`src/rtl/tw_loader_pkg.sv`:
```
package tw_loader_pkg;
  localparam int WORD_W   = 32;
  localparam int ADDR_W   = 3;
  localparam int CNT_W    = 6;
  localparam int INT_LSB  = 3;
  localparam int INT_W    = 16;
  localparam int FRAC_LSB = 19;
  localparam int FRAC_W   = 12;
  localparam int MOD_LSB  = 3;
  localparam int MOD_W    = 12;
  localparam int LDF_REG  = 2;
  localparam int LDF_BIT  = 8;

  typedef struct packed {
    logic shift;
    logic commit;
    logic countErrSet;
    logic timingErrSet;
  } strobe_t;
endpackage

```
`src/rtl/tw_sync.sv`:
```
module tw_sync #(
  parameter int WIDTH  = 3,
  parameter int STAGES = 2
) (
  input  logic             clk,
  input  logic             rst_n,
  input  logic [WIDTH-1:0] din,
  output logic [WIDTH-1:0] dout
);
  for (genvar i = 0; i < WIDTH; i++) begin : g_bit
    logic [STAGES-1:0] chain;
    always_ff @(posedge clk) begin
      if (!rst_n) chain <= '0;
      else        chain <= {chain[STAGES-2:0], din[i]};
    end
    assign dout[i] = chain[STAGES-1];
  end
endmodule

```
`src/rtl/tw_ctrl.sv`:
```
module tw_ctrl
  import tw_loader_pkg::*;
#(
  parameter int MIN_PHASE = 3,
  parameter int MIN_LATCH = 2
) (
  input  logic    clk,
  input  logic    rst_n,
  input  logic    clkS,
  input  logic    leS,
  output strobe_t st
);
  localparam int PH_W = $clog2(MIN_PHASE + 1);
  localparam int LE_W = $clog2(MIN_LATCH + 1);
  localparam logic [PH_W-1:0]  PH_MAX   = PH_W'(MIN_PHASE);
  localparam logic [PH_W-1:0]  PH_LIMIT = PH_W'(MIN_PHASE - 1);
  localparam logic [LE_W-1:0]  LE_MAX   = LE_W'(MIN_LATCH);
  localparam logic [LE_W-1:0]  LE_LIMIT = LE_W'(MIN_LATCH - 1);
  localparam logic [CNT_W-1:0] CNT_MAX  = '1;
  localparam logic [CNT_W-1:0] CNT_FULL = CNT_W'(WORD_W);

  logic clkPrev, lePrev;
  logic clkRise, clkChg, leRise, leFall, leChg;
  logic [PH_W-1:0]  phaseCnt;
  logic [LE_W-1:0]  leCnt;
  logic [CNT_W-1:0] bitCount;

  assign clkRise = clkS & ~clkPrev;
  assign clkChg  = clkS ^ clkPrev;
  assign leRise  = leS & ~lePrev;
  assign leFall  = ~leS & lePrev;
  assign leChg   = leS ^ lePrev;

  always_ff @(posedge clk) begin
    if (!rst_n) begin
      clkPrev  <= 1'b0;
      lePrev   <= 1'b0;
      phaseCnt <= PH_MAX;
      leCnt    <= LE_MAX;
      bitCount <= '0;
    end else begin
      clkPrev <= clkS;
      lePrev  <= leS;
      if (clkChg)                phaseCnt <= '0;
      else if (phaseCnt != PH_MAX) phaseCnt <= phaseCnt + 1'b1;
      if (leChg)                 leCnt <= '0;
      else if (leCnt != LE_MAX)  leCnt <= leCnt + 1'b1;
      if (leRise)                                bitCount <= '0;
      else if (clkRise && bitCount != CNT_MAX)   bitCount <= bitCount + 1'b1;
    end
  end

  always_comb begin
    st.shift        = clkRise;
    st.commit       = leRise && (bitCount == CNT_FULL);
    st.countErrSet  = leRise && (bitCount != CNT_FULL);
    st.timingErrSet = (clkChg && (phaseCnt < PH_LIMIT)) ||
                      (leFall && (leCnt < LE_LIMIT));
  end

  // the bit count restarts after every latch edge
  assert_count_clear_R3: assert property (@(posedge clk) disable iff (!rst_n)
    leRise |=> bitCount == '0);

  // each serial clock edge advances the count by exactly one
  assert_count_step_R1: assert property (@(posedge clk) disable iff (!rst_n)
    (clkRise && !leRise && bitCount != CNT_MAX) |=> bitCount == $past(bitCount) + 1'b1);
endmodule

```
`src/rtl/tw_datapath.sv`:
```
module tw_datapath
  import tw_loader_pkg::*;
#(
  parameter int NUM_REGS = 6
) (
  input  logic                           clk,
  input  logic                           rst_n,
  input  strobe_t                        st,
  input  logic                           dataBit,
  output logic [NUM_REGS-1:0][WORD_W-1:0] cfgRegs,
  output logic [INT_W-1:0]               intVal,
  output logic [FRAC_W-1:0]              fracVal,
  output logic [MOD_W-1:0]               modVal,
  output logic                           intMode,
  output logic                           countErr,
  output logic                           timingErr
);
  logic [WORD_W-1:0] shiftReg;
  logic [ADDR_W-1:0] dest;
  logic              destOk;

  assign dest   = shiftReg[ADDR_W-1:0];
  assign destOk = int'(dest) < NUM_REGS;

  always_ff @(posedge clk) begin
    if (!rst_n) begin
      shiftReg  <= '0;
      countErr  <= 1'b0;
      timingErr <= 1'b0;
    end else begin
      if (st.shift)        shiftReg  <= {shiftReg[WORD_W-2:0], dataBit};
      if (st.countErrSet)  countErr  <= 1'b1;
      if (st.timingErrSet) timingErr <= 1'b1;
    end
  end

  for (genvar i = 0; i < NUM_REGS; i++) begin : g_reg
    logic [WORD_W-1:0] word;
    always_ff @(posedge clk) begin
      if (!rst_n)                                           word <= '0;
      else if (st.commit && destOk && dest == ADDR_W'(i))   word <= shiftReg;
    end
    assign cfgRegs[i] = word;
  end

  assign intVal  = cfgRegs[0][INT_LSB +: INT_W];
  assign fracVal = cfgRegs[0][FRAC_LSB +: FRAC_W];
  assign modVal  = cfgRegs[1][MOD_LSB +: MOD_W];
  assign intMode = (fracVal == '0) && cfgRegs[LDF_REG][LDF_BIT];

  // no commit strobe, no register change
  assert_regs_stable_R3: assert property (@(posedge clk) disable iff (!rst_n)
    !st.commit |=> $stable(cfgRegs));

  // unused destination codes leave the file untouched
  assert_unused_code_R5: assert property (@(posedge clk) disable iff (!rst_n)
    (st.commit && !destOk) |=> $stable(cfgRegs));

  // framing error is sticky
  assert_sticky_count_R4: assert property (@(posedge clk) disable iff (!rst_n)
    countErr |=> countErr);

  // timing error is sticky
  assert_sticky_timing_R8: assert property (@(posedge clk) disable iff (!rst_n)
    timingErr |=> timingErr);
endmodule

```
`src/rtl/tw_loader.sv`:
```
module tw_loader
  import tw_loader_pkg::*;
#(
  parameter int NUM_REGS    = 6,
  parameter int MIN_PHASE   = 3,
  parameter int MIN_LATCH   = 2,
  parameter int SYNC_STAGES = 2
) (
  input  logic                            clk,
  input  logic                            rst_n,
  input  logic                            serClk,
  input  logic                            serData,
  input  logic                            serLatch,
  output logic [NUM_REGS-1:0][WORD_W-1:0] cfgRegs,
  output logic [INT_W-1:0]                intVal,
  output logic [FRAC_W-1:0]               fracVal,
  output logic [MOD_W-1:0]                modVal,
  output logic                            intMode,
  output logic                            countErr,
  output logic                            timingErr
);
  logic [2:0] pinsSync;
  strobe_t    st;

  tw_sync #(.WIDTH(3), .STAGES(SYNC_STAGES)) u_sync (
    .clk  (clk),
    .rst_n(rst_n),
    .din  ({serClk, serData, serLatch}),
    .dout (pinsSync)
  );

  tw_ctrl #(.MIN_PHASE(MIN_PHASE), .MIN_LATCH(MIN_LATCH)) u_ctrl (
    .clk  (clk),
    .rst_n(rst_n),
    .clkS (pinsSync[2]),
    .leS  (pinsSync[0]),
    .st   (st)
  );

  tw_datapath #(.NUM_REGS(NUM_REGS)) u_dp (
    .clk      (clk),
    .rst_n    (rst_n),
    .st       (st),
    .dataBit  (pinsSync[1]),
    .cfgRegs  (cfgRegs),
    .intVal   (intVal),
    .fracVal  (fracVal),
    .modVal   (modVal),
    .intMode  (intMode),
    .countErr (countErr),
    .timingErr(timingErr)
  );
endmodule

```
`config.mk`:
```
export PLATFORM = sky130hd
export DESIGN_NAME = tw_loader
export DESIGN_NICKNAME = d
export VERILOG_FILES = /design/src/rtl/tw_loader_pkg.sv /design/src/rtl/tw_sync.sv /design/src/rtl/tw_ctrl.sv /design/src/rtl/tw_datapath.sv /design/src/rtl/tw_loader.sv
export SDC_FILE = /design/constraint.sdc
export NUM_CORES = 1
export LEC_CHECK = 0
export ABC_AREA = 1
export BUFFER_PORTS_ARGS = -buffer_cell sky130_fd_sc_hd__buf_2
export CORE_MARGIN = 5
export CORE_UTILIZATION = 53
export CTS_CLUSTER_DIAMETER = 80
export DETAILED_ROUTE_END_ITERATION = 10
export PLACE_DENSITY = 0.77
export RECOVER_POWER = 50
export SYNTH_ARGS = -nofsm -noshare
export SYNTH_HDL_FRONTEND = slang
export SYNTH_HIERARCHICAL = 1
export SYNTH_SLANG_ARGS = --single-unit
```
`constraint.sdc`:
```
create_clock -name clk -period 2.5 [get_ports clk]
set_input_delay 0 -clock clk [delete_from_list [all_inputs] [get_ports clk]]
set_output_delay 0 -clock clk [all_outputs]
set_load 0.01 [all_outputs]
```
==> impl_results.md, run 1 <==
* Status: complete, no violations
* Nets at 1506
* Util after Layout at 0.635
* Share of total power in combinational logic at 0.043
* Vias in the first global route at 8173
* Clock Skews at 0.00601 ns
* I/O Buffers at between 200 and 250
* Maximum vdd drop at 681 µV
* Worst-path clk slew at 0.06 ns
* Yosys reg bits at approximately 240
* Final WS setup at between 0.3 and 0.4 ns
* Worst-path fanout max at 13
* Syn_nets at 1339
* Mux share of post-synthesis cell area at 0
* Yosys top cell by area: dfxtp_1
* Commonest cells post-synth: nor2_1, dfxtp_1, nand2_1
* Iter 0 DRT Violations at 670
* DP Area at 0.0107 mm²
* Maxcap violations at 0
* Critical setup path kind: reg -> reg
* Sw frac at 0.217
* Total grt overflow at 0
* Die Wd at 145 µm
* Ratio of cells with drive above 1 in the final layout at 0.0608
* Syn Area/Cell at between 7 and 8 µm²
* Post-synth EDFFs at 0
* Vias/cell at approximately 5.2
* Power share of the clock group at 0.468
* CTS tree: yes
* Clock root buffer: clkbuf_16
* # clock sinks at between 200 and 250
* Hold crit path type: reg -> reg
* Die H at 145 µm
* Post-CTS Setup Inserts at 0
* Compound-Gate Fraction of Synth Area at 0.0380
* H-Tree Depth at 1
* Sequential power share at 0.489
* Most used cell, CP: nor2_1
* Starting Density at 0.537
* GRT Util Overall at 0.239
* CP max stage cell: dfxtp_1
* Sum Neg Setup Slack at 0 ns
* Cell area after synthesis at ~0.0096 mm²
* Worst-skew pair later-pin latency at just over 0.5 ns
* Synth Instances at around 1300
* Synth warn at 6
* CP top delay family: simple AND/OR/NAND/NOR gates
* DIE AREA at roughly 0.021 mm²
* First-pass GRT wire length at 41100 µm
* Power consumption at 8.10 mW
* CP arrival at 2.56 ns
* Final GP Congestion at 0.798
* Clock buffer depth at 3
* PwrDens at 713 mW/mm²
* Reg2reg setup slack at 0.39 ns
* Max Slew Vio Count at 0
* Main synth FF type: dfxtp_1
* Largest family of logic cells by synthesized area: simple AND/OR/NAND/NOR gates
* Placed wire-length estimate at 16800 µm
* Drt pass-1 iters at 5
* Core Box Area at 0.0179 mm²
* Top-Level Pins at 240
* Initial antenna violation count at 0
* Simple-gate share of the synthesized area at 0.346
* Post-placement cell count at between 1500 and 2000
* Final setup viols at 0
* Max Freq at 473 MHz
* Post-synthesis adder-cell area fraction at 0.00781
* Hold WS at between 0.4 and 0.5 ns
* Final Hold Fails at 0
* Synth top area share at 0.508
* Post-synthesis async set-or-reset flop share at 0
* Worst relative slew slack at 0.409
* Slew @ Worst Pin at 0.884 ns
* Critical-path cell list: inv_1 > ha_1 > nand3_1 > nor4_2 > nand2_1 > nor2_4 > buf_4 > nor2_1 > nor2_1
* Post-synthesis sequential area ratio at 0.508
* Max incr delay on CP at 0.34 ns
* Final instance area at 0.0114 mm²
* N_diodes at 0
* Setup slack at placement at 0.179 ns
* Area growth syn-to-layout at 18.3%
* Switch Pwr at 1.76 mW
* Crit path buf inv count at 2
* Largest net degree at the start of global routing at 85
* RSZ-0062 raised after global routing: no
* Remaining DRCs at 0
* Pleak at 4.52 nW
* Core Rows at between 40 and 50
* ANT nets after route at 0
* Vias after detailed routing at 8991
* Total wire length at between 20000 and 30000 µm
* Non-filler instance count after layout at 1742
* Fin crit share at 0.846
* Min Tclk post-route at 2.11 ns
* Xor and xnor area share after synthesis at 0.000912
* CP Data Required Time at roughly 2.9 ns
* CP Launch Type: register
* CP endpoint kind: register
* Unique masters post-synth at 26
* Most frequent cell after synthesis: nor2_1
* Cell Int Power at 6.34 mW
* Num CTS Buffers at 25
* Top area cells in the synthesized netlist: dfxtp_1, nor2_1, nand3_1
* Routed len/inst at 14.9 µm
## worst register-to-register path, stage by stage (launching register included)
cell     delay (ns)
dfxtp_1        0.34
inv_1          0.08
ha_1           0.15
nand3_1        0.11
nor4_2         0.28
nand2_1        0.31
nor2_4         0.35
buf_4          0.27
nor2_1         0.07
nor2_1         0.10
## logic make-up after synthesis
| family | Yosys count |
|---|---|
| AND/OR/NAND/NOR | 812 |
| flip-flops | 244 |
| buffers and inverters | 193 |
| AO/OA/AOI/OAI | 72 |
| adder cells (fa/ha/maj) | 6 |
| XOR/XNOR | 1 |
## metal layers
layer	share of wire	wire [µm]	GRT usage
met1	0.42	10900	0.314
met2	0.45	11800	0.392
met3	0.091	2360	0.0526
met4	0.035	900	0.0815
met5	0	0	0
## state kept, by name, summed over array words and instances, names as in the netlist
name,cells
u_dp/shiftReg,32
u_ctrl/lePrev,1
u_ctrl/clkPrev,1
u_sync/g_bit.chain,6
u_ctrl/phaseCnt,2
u_dp/timingErr,1
u_dp/g.word,192
u_dp/countErr,1
u_ctrl/bitCount,6
u_ctrl/leCnt,2
## final cells by class
type	instances	area, µm²
fillers	1694	6540
clock buffers	36	757
well taps	229	287
flip-flops and latches	244	4880
repair buffers	270	1250
multi-input cells	891	3850
clock inverters	9	100
inverters	63	236
## final timing paths
kind                                  from  cells after the start                       end
setup reg to reg        u_ctrl/bitCount[0]                      9     u_dp/g_reg[3].word[8]
setup / recovery        u_ctrl/bitCount[0]                      9     u_dp/g_reg[3].word[8]
hold reg to reg   u_sync/g_bit[0].chain[0]                      2  u_sync/g_bit[0].chain[1]
hold / removal    u_sync/g_bit[0].chain[0]                      2  u_sync/g_bit[0].chain[1]
## cell usage in the layout, fill, tap and decap left out, types with 3 or more instances in the layout
cell type,netlist,final
clkbuf_16,0,25
o21ai_0,33,33
nand2_1,217,217
buf_2,39,6
clkbuf_1,32,234
dfxtp_1,244,244
nand3_1,183,183
nor2_1,400,391
ha_1,6,5
clkbuf_8,0,9
nor2_4,1,11
buf_12,0,7
dlygate4sd3_1,0,7
buf_4,46,17
clkinv_2,0,5
a21oi_1,36,36
nand4_1,3,3
inv_1,61,60
## what timing repair did
action,4_1_cts,5_1_grt
endpoints found under the hold margin,74,0
resized for setup,0,1
hold buffers,7,0
setup endpoints to repair,0,68
## power groups by stage
stage | Combinational (mW) | Clock, mW | Sequential [mW]
finish | 0.351 | 3.79 | 3.96
CTS | 0.348 | 3.86 | 3.96
global route | 0.397 | 4.05 | 3.97
detailed placement | 0.337 | 0 | 4.05
floorplan | 0.257 | 0 | 4.04
global placement | 0.331 | 0 | 4.05
Note: power is estimated with default switching activity, not from simulation.
==> inputs of run 2 (changes only) <==
Settings changed: CORE_UTILIZATION 53 to 48, PLACE_DENSITY 0.77 to 0.73.
Clock period 2.5 ns to 1.8 ns, I/O delays scaled along.
==> run 2 against run 1 <==
Effect of this change: the run now ends with setup timing left; flip-flop and latch count is the same; die area grew 9.7%; maximum frequency grew 13%; register-to-register slack lost 0.45 ns; global-route usage shrank 2.1 points; final area grew 10%; routed wire length grew 12%; final cell count grew 4.5%; via count grew 2.2%; critical path depth grew 2; clock power grew 41%.
==> impl_results.md, run 2 (synthesis results as in run 1) <==
* Status: finished with violations
* Failing checks: setup timing
* FF+latch area at 0.00489 mm²
* Non-filler instance count after layout at 1820
* Hold crit path type: in -> reg
* Commonest non-fill, non-tap cell in the layout: nor2_1
* Sequential power share at 0.484
* Max reg flops at 192
* Maximum vdd drop at 660 µV
* Vias in the first global route at 7851
* CP endpoint kind: register
* Remaining DRCs at 0
* Min Tclk post-route at about 1.9 ns
* Die Wd at 151 µm
* CTS tree: yes
* Starting Density at 0.490
* Placed wire-length estimate at around 17000 µm
* Vias/cell at 5.05
* Drt pass-1 iters at 5
* N_diodes at 0
* Area growth syn-to-layout at 30.6%
* Clock Skews at 0.0164 ns
* Switch Pwr at around 2.5 mW
* RSZ-0062 raised after global routing: yes
* Biggest regs: u_dp/g.word: 192 flops, u_dp/shiftReg: 32 flops
* Ratio of cells with drive above 1 in the final layout at 0.163
* Iter 0 DRT Violations at 589
* DIE AREA at 0.0229 mm²
* CP arrival at approximately 2.3 ns
* Largest net degree at the start of global routing at 112
* Reg with most FFs: u_dp/g.word
* Final WS setup at -0.0642 ns
* Final Hold Fails at 0
* Vias after detailed routing at 9190
* Initial antenna violation count at 0
* PwrDens at 907 mW/mm²
* Worst relative slew slack at 0.672
* Fin crit share at 1.04
* Total grt overflow at 0
* Power consumption at between 10 and 15 mW
* Final GP Congestion at 0.798
* Final setup viols at 75
* Nets at 1547
* Clock root buffer: clkbuf_16
* ANT nets after route at 0
* Sum Neg Setup Slack at -3.01 ns
* Worst r2r path cells at 11
* # clock sinks at 244
* Power share of the clock group at 0.471
* H-Tree Depth at 1
* Util after Layout at 0.640
* Clock buffer depth at 3
* Pleak at 5.28 nW
* Critical setup path kind: reg -> reg
* Worst-path fanout max at 6
* Share of total power in combinational logic at 0.045
* GRT Util Overall at 0.218
* Max Freq at 536 MHz
* Cell Int Power at 8.87 mW
* Max Slew Vio Count at 0
* CP Data Required Time at 2.22 ns
* Most frequent cells in the layout: nor2_1, dfxtp_1, nand2_1, nand3_1, clkbuf_1
* Die H at 151 µm
* Core Box Area at 0.0196 mm²
* Worst-skew pair later-pin latency at around 0.53 ns
* Num CTS Buffers at 25
* Routed len/inst at 16.0 µm
* Worst-path clk slew at 0.06 ns
* First-pass GRT wire length at 40600 µm
* CP Launch Type: register
* Core Rows at 51
* Sw frac at 0.220
* Post-placement cell count at 1737
* Worst hold path depth at 3
* Maxcap violations at 0
* # fillers at 1772
* Top-Level Pins at 240
* Area of the multi-input gates at 0.00407 mm²
* Total wire length at just under 30000 µm
* I/O Buffers at between 200 and 250
* Slew @ Worst Pin at 0.492 ns
* Setup slack at placement at -0.0511 ns
## run 2: routing by layer
layer,up-vias,share of wire,track usage
li1,4542,-,-
met1,4228,0.42,0.293
met2,367,0.47,0.353
met3,53,0.083,0.0449
met4,0,0.022,0.0689
met5,-,0,0
## run 2: worst max-delay path: stages (launching register included)
cell and delay (ns):
dfxtp_2 0.32, inv_2 0.07, ha_4 0.14, nand3_4 0.08
nor4_4 0.26, inv_1 0.11, nor2_4 0.25, buf_12 0.19
buf_6 0.14, nand3_1 0.07, nand2_1 0.07, nor2_1 0.04
## run 2: area by class of cell
class / count / share of cell area
Sequential cell: 244 / 0.389
Multi-Input combinational cell: 891 / 0.324
Tap cell: 265 / 0.0264
Timing Repair Buffer: 311 / 0.171
Clock buffer: 40 / 0.0623
Clock inverter: 6 / 0.00668
Inverter: 63 / 0.0198
## run 2: final timing paths
kind | slack (ns) | start | end
worst min-delay path | 0.33 | rst_n | u_ctrl/leCnt[1]
worst max-delay path | -0.06 | u_ctrl/bitCount[0] | u_dp/g_reg[3].word[24]
worst min register to register | 0.43 | u_sync/g_bit[2].chain[0] | u_sync/g_bit[2].chain[1]
worst max register to register | -0.06 | u_ctrl/bitCount[0] | u_dp/g_reg[3].word[24]
## run 2: repair_timing
item / 4_1_cts / 5_1_grt
setup endpoints to repair: 78 / 183
cloned: 0 / 20
hold buffers: 7 / 0
pin swaps: 0 / 22
endpoints found under the hold margin: 18 / 0
buffers inserted: 0 / 10
gates resized for setup: 3 / 72
## run 2: power by group through the flow
stage / Clock (mW) / Sequential, mW / Combinational, mW
after floorplan: 0 / 5.62 / 0.357
after global routing: 5.66 / 5.51 / 0.566
after global placement: 0 / 5.62 / 0.469
after CTS: 5.43 / 5.51 / 0.495
final: 5.36 / 5.51 / 0.511
after detailed placement: 0 / 5.63 / 0.482
## run 2: through the flow
step | hold WS [ns] | area [µm²]
2_1_floorplan | 0.0711 | 9620
3_3_place_gp | 0.184 | 11000
3_5_place_dp | 0.183 | 11000
4_1_cts | 0.320 | 11900
5_1_grt | 0.354 | 12500
6_report | 0.334 | 12500
==> inputs of run 3 (changes only) <==
Settings changed: SKIP_CTS_REPAIR_TIMING set to 1.
==> run 3 against run 2 <==
Effect of this change: the run still ends with setup timing left; power barely moved; hold slack gained 0.0025 ns; flip-flop and latch count did not move; setup slack got worse by 0.073 ns; non-clock buffer count rose by 7; critical endpoint is now u_dp/g_reg[0].word[13]; highest routed layer unchanged.
==> impl_results.md, run 3 (synthesis results as in run 1) <==
* Status: finished with violations
* Failing checks: setup timing
* Critical-path cell list: inv_2 > ha_4 > nand3_4 > nor4_4 > inv_1 > nor2_4 > buf_6 > buf_6 > nand3_1 > nand2_1 > nor2_1
* Core Box Area at between 0.015 and 0.02 mm²
* Clock buffer depth at 3
* Most used cell, CP: buf_6
* Most frequent cells in the layout: nor2_1, dfxtp_1, buf_2, nand2_1, nand3_1
* Area growth syn-to-layout at 34.3%
* Commonest non-fill, non-tap cell in the layout: nor2_1
* Fin crit share at 1.08
* PwrDens at 882 mW/mm²
* Crit path buf inv count at 4
* Biggest regs: u_dp/g.word: 192 flops, u_dp/shiftReg: 32 flops
* Critical setup path kind: reg -> reg
* Vias/cell at approximately 5.0
* DIE AREA at 0.0229 mm²
* Remaining DRCs at 0
* GRT Util Overall at 0.217
* I/O Buffers at 239
* Placed wire-length estimate at 17200 µm
* CP arrival at 2.36 ns
* Core Rows at around 50
* Vias in the first global route at 7790
* Drt pass-1 iters at 7
* CP Launch Type: register
* Total wire length at about 30000 µm
* Non-filler instance count after layout at between 1500 and 2000
* Routed len/inst at between 15 and 20 µm
* CP endpoint kind: register
* Nets at 1555
* Total grt overflow at 0
* Maxcap violations at 0
* Final GP Congestion at 0.798
* Max Slew Vio Count at 0
* Power consumption at 11.4 mW
* Num CTS Buffers at 25
* Largest net degree at the start of global routing at 112
* Worst relative slew slack at 0.672
* Pleak at between 6 and 7 nW
* Min Tclk post-route at ~1.9 ns
* Starting Density at 0.490
* Reg with most FFs: u_dp/g.word
* CP Data Required Time at 2.22 ns
* Post-placement cell count at around 1700
* Clock root buffer: clkbuf_16
* Hold crit path type: in -> reg
* Clock Skews at 0.0155 ns
* Final setup viols at 179
* Top-Level Pins at 240
* ANT nets after route at 0
* RSZ-0062 raised after global routing: yes
* Die H at 151 µm
* Final Hold Fails at 0
* Worst-path clk slew at 0.06 ns
* Ratio of cells with drive above 1 in the final layout at 0.262
* Slew @ Worst Pin at 0.492 ns
* N_diodes at 0
* Initial antenna violation count at 0
* Iter 0 DRT Violations at roughly 600
* Die Wd at roughly 150 µm
* Worst-skew pair later-pin latency at 0.53 ns
* CTS tree: yes
* Max incr delay on CP at 0.33 ns
* CP max stage cell: nor4_4
* H-Tree Depth at 1
* Max reg flops at 192
* Worst-path fanout max at 7
* Final WS setup at -0.137 ns
* CP top delay family: simple AND/OR/NAND/NOR gates
* # clock sinks at 244
* Max Freq at 516 MHz
* Maximum vdd drop at 666 µV
* Vias after detailed routing at 9227
* First-pass GRT wire length at 40400 µm
==> run 3: cell types whose count changed in the layout (fill, tap and decap cells not counted), moves of 4 or more <==
| cell | previous run | this run |
|---|---|---|
| buf_2 | 87 | 236 |
| buf_4 | 17 | 13 |
| buf_6 | 10 | 16 |
| clkbuf_1 | 156 | 7 |
| clkbuf_16 | 39 | 43 |
==> run 3: cell type report <==
cell class / count / area (µm²)
Clock buffer: 40 / 782
Clock inverter: 6 / 83.8
Fill cell: 1674 / 6690
Inverter: 63 / 249
Multi-Input combinational cell: 891 / 4070
Sequential cell: 244 / 4890
Tap cell: 265 / 332
Timing Repair Buffer: 318 / 2490
Timing Repair inverter: 1 / 8.76
==> run 3: stage by stage <==
step	util	worst slack, ns	hold slack [ns]	instance area (µm²)	TNS (ns)
after floorplan	-	0.0300	0.0711	9620	0
final	0.658	-0.137	0.336	12900	-12.66
after global placement	0.561	0.0193	0.184	11000	0
after global routing	0.658	-0.237	0.356	12900	-32.57
after CTS	0.605	-0.0574	-0.357	11900	-2.08
after detailed placement	0.561	-0.0511	0.183	11000	-1.53
==> run 3: worst register-to-register path, delay by kind of cell (launching register included) <==
| family | cells | cell delay, ns |
|---|---|---|
| flops | 1 | 0.32 |
| buf+inv | 4 | 0.51 |
| simple gates | 6 | 0.86 |
| fa+ha+maj | 1 | 0.14 |
==> run 3: final timing paths <==
| kind | from | end | slack, ns | depth (start not counted) |
|---|---|---|---|---|
| max | u_ctrl/bitCount[0] | u_dp/g_reg[0].word[13] | -0.14 | 11 |
| min | rst_n | u_ctrl/leCnt[1] | 0.34 | 3 |
| max reg2reg | u_ctrl/bitCount[0] | u_dp/g_reg[0].word[13] | -0.14 | 11 |
| min reg2reg | u_sync/g_bit[2].chain[0] | u_sync/g_bit[2].chain[1] | 0.43 | 2 |
==> run 3: per-layer routing <==
layer	wire, µm	global-route usage	vias up
li1	-	-	4568
met1	12400	0.292	4197
met2	14000	0.350	406
met3	2600	0.0458	56
met4	765	0.0689	0
met5	0	0	-
==> run 3: power breakdown <==
| group | internal, mW | switching (mW) |
|---|---|---|
| combinational | 0.154 | 0.357 |
| clock | 3.25 | 2.10 |
| sequential | 5.47 | 0.0404 |
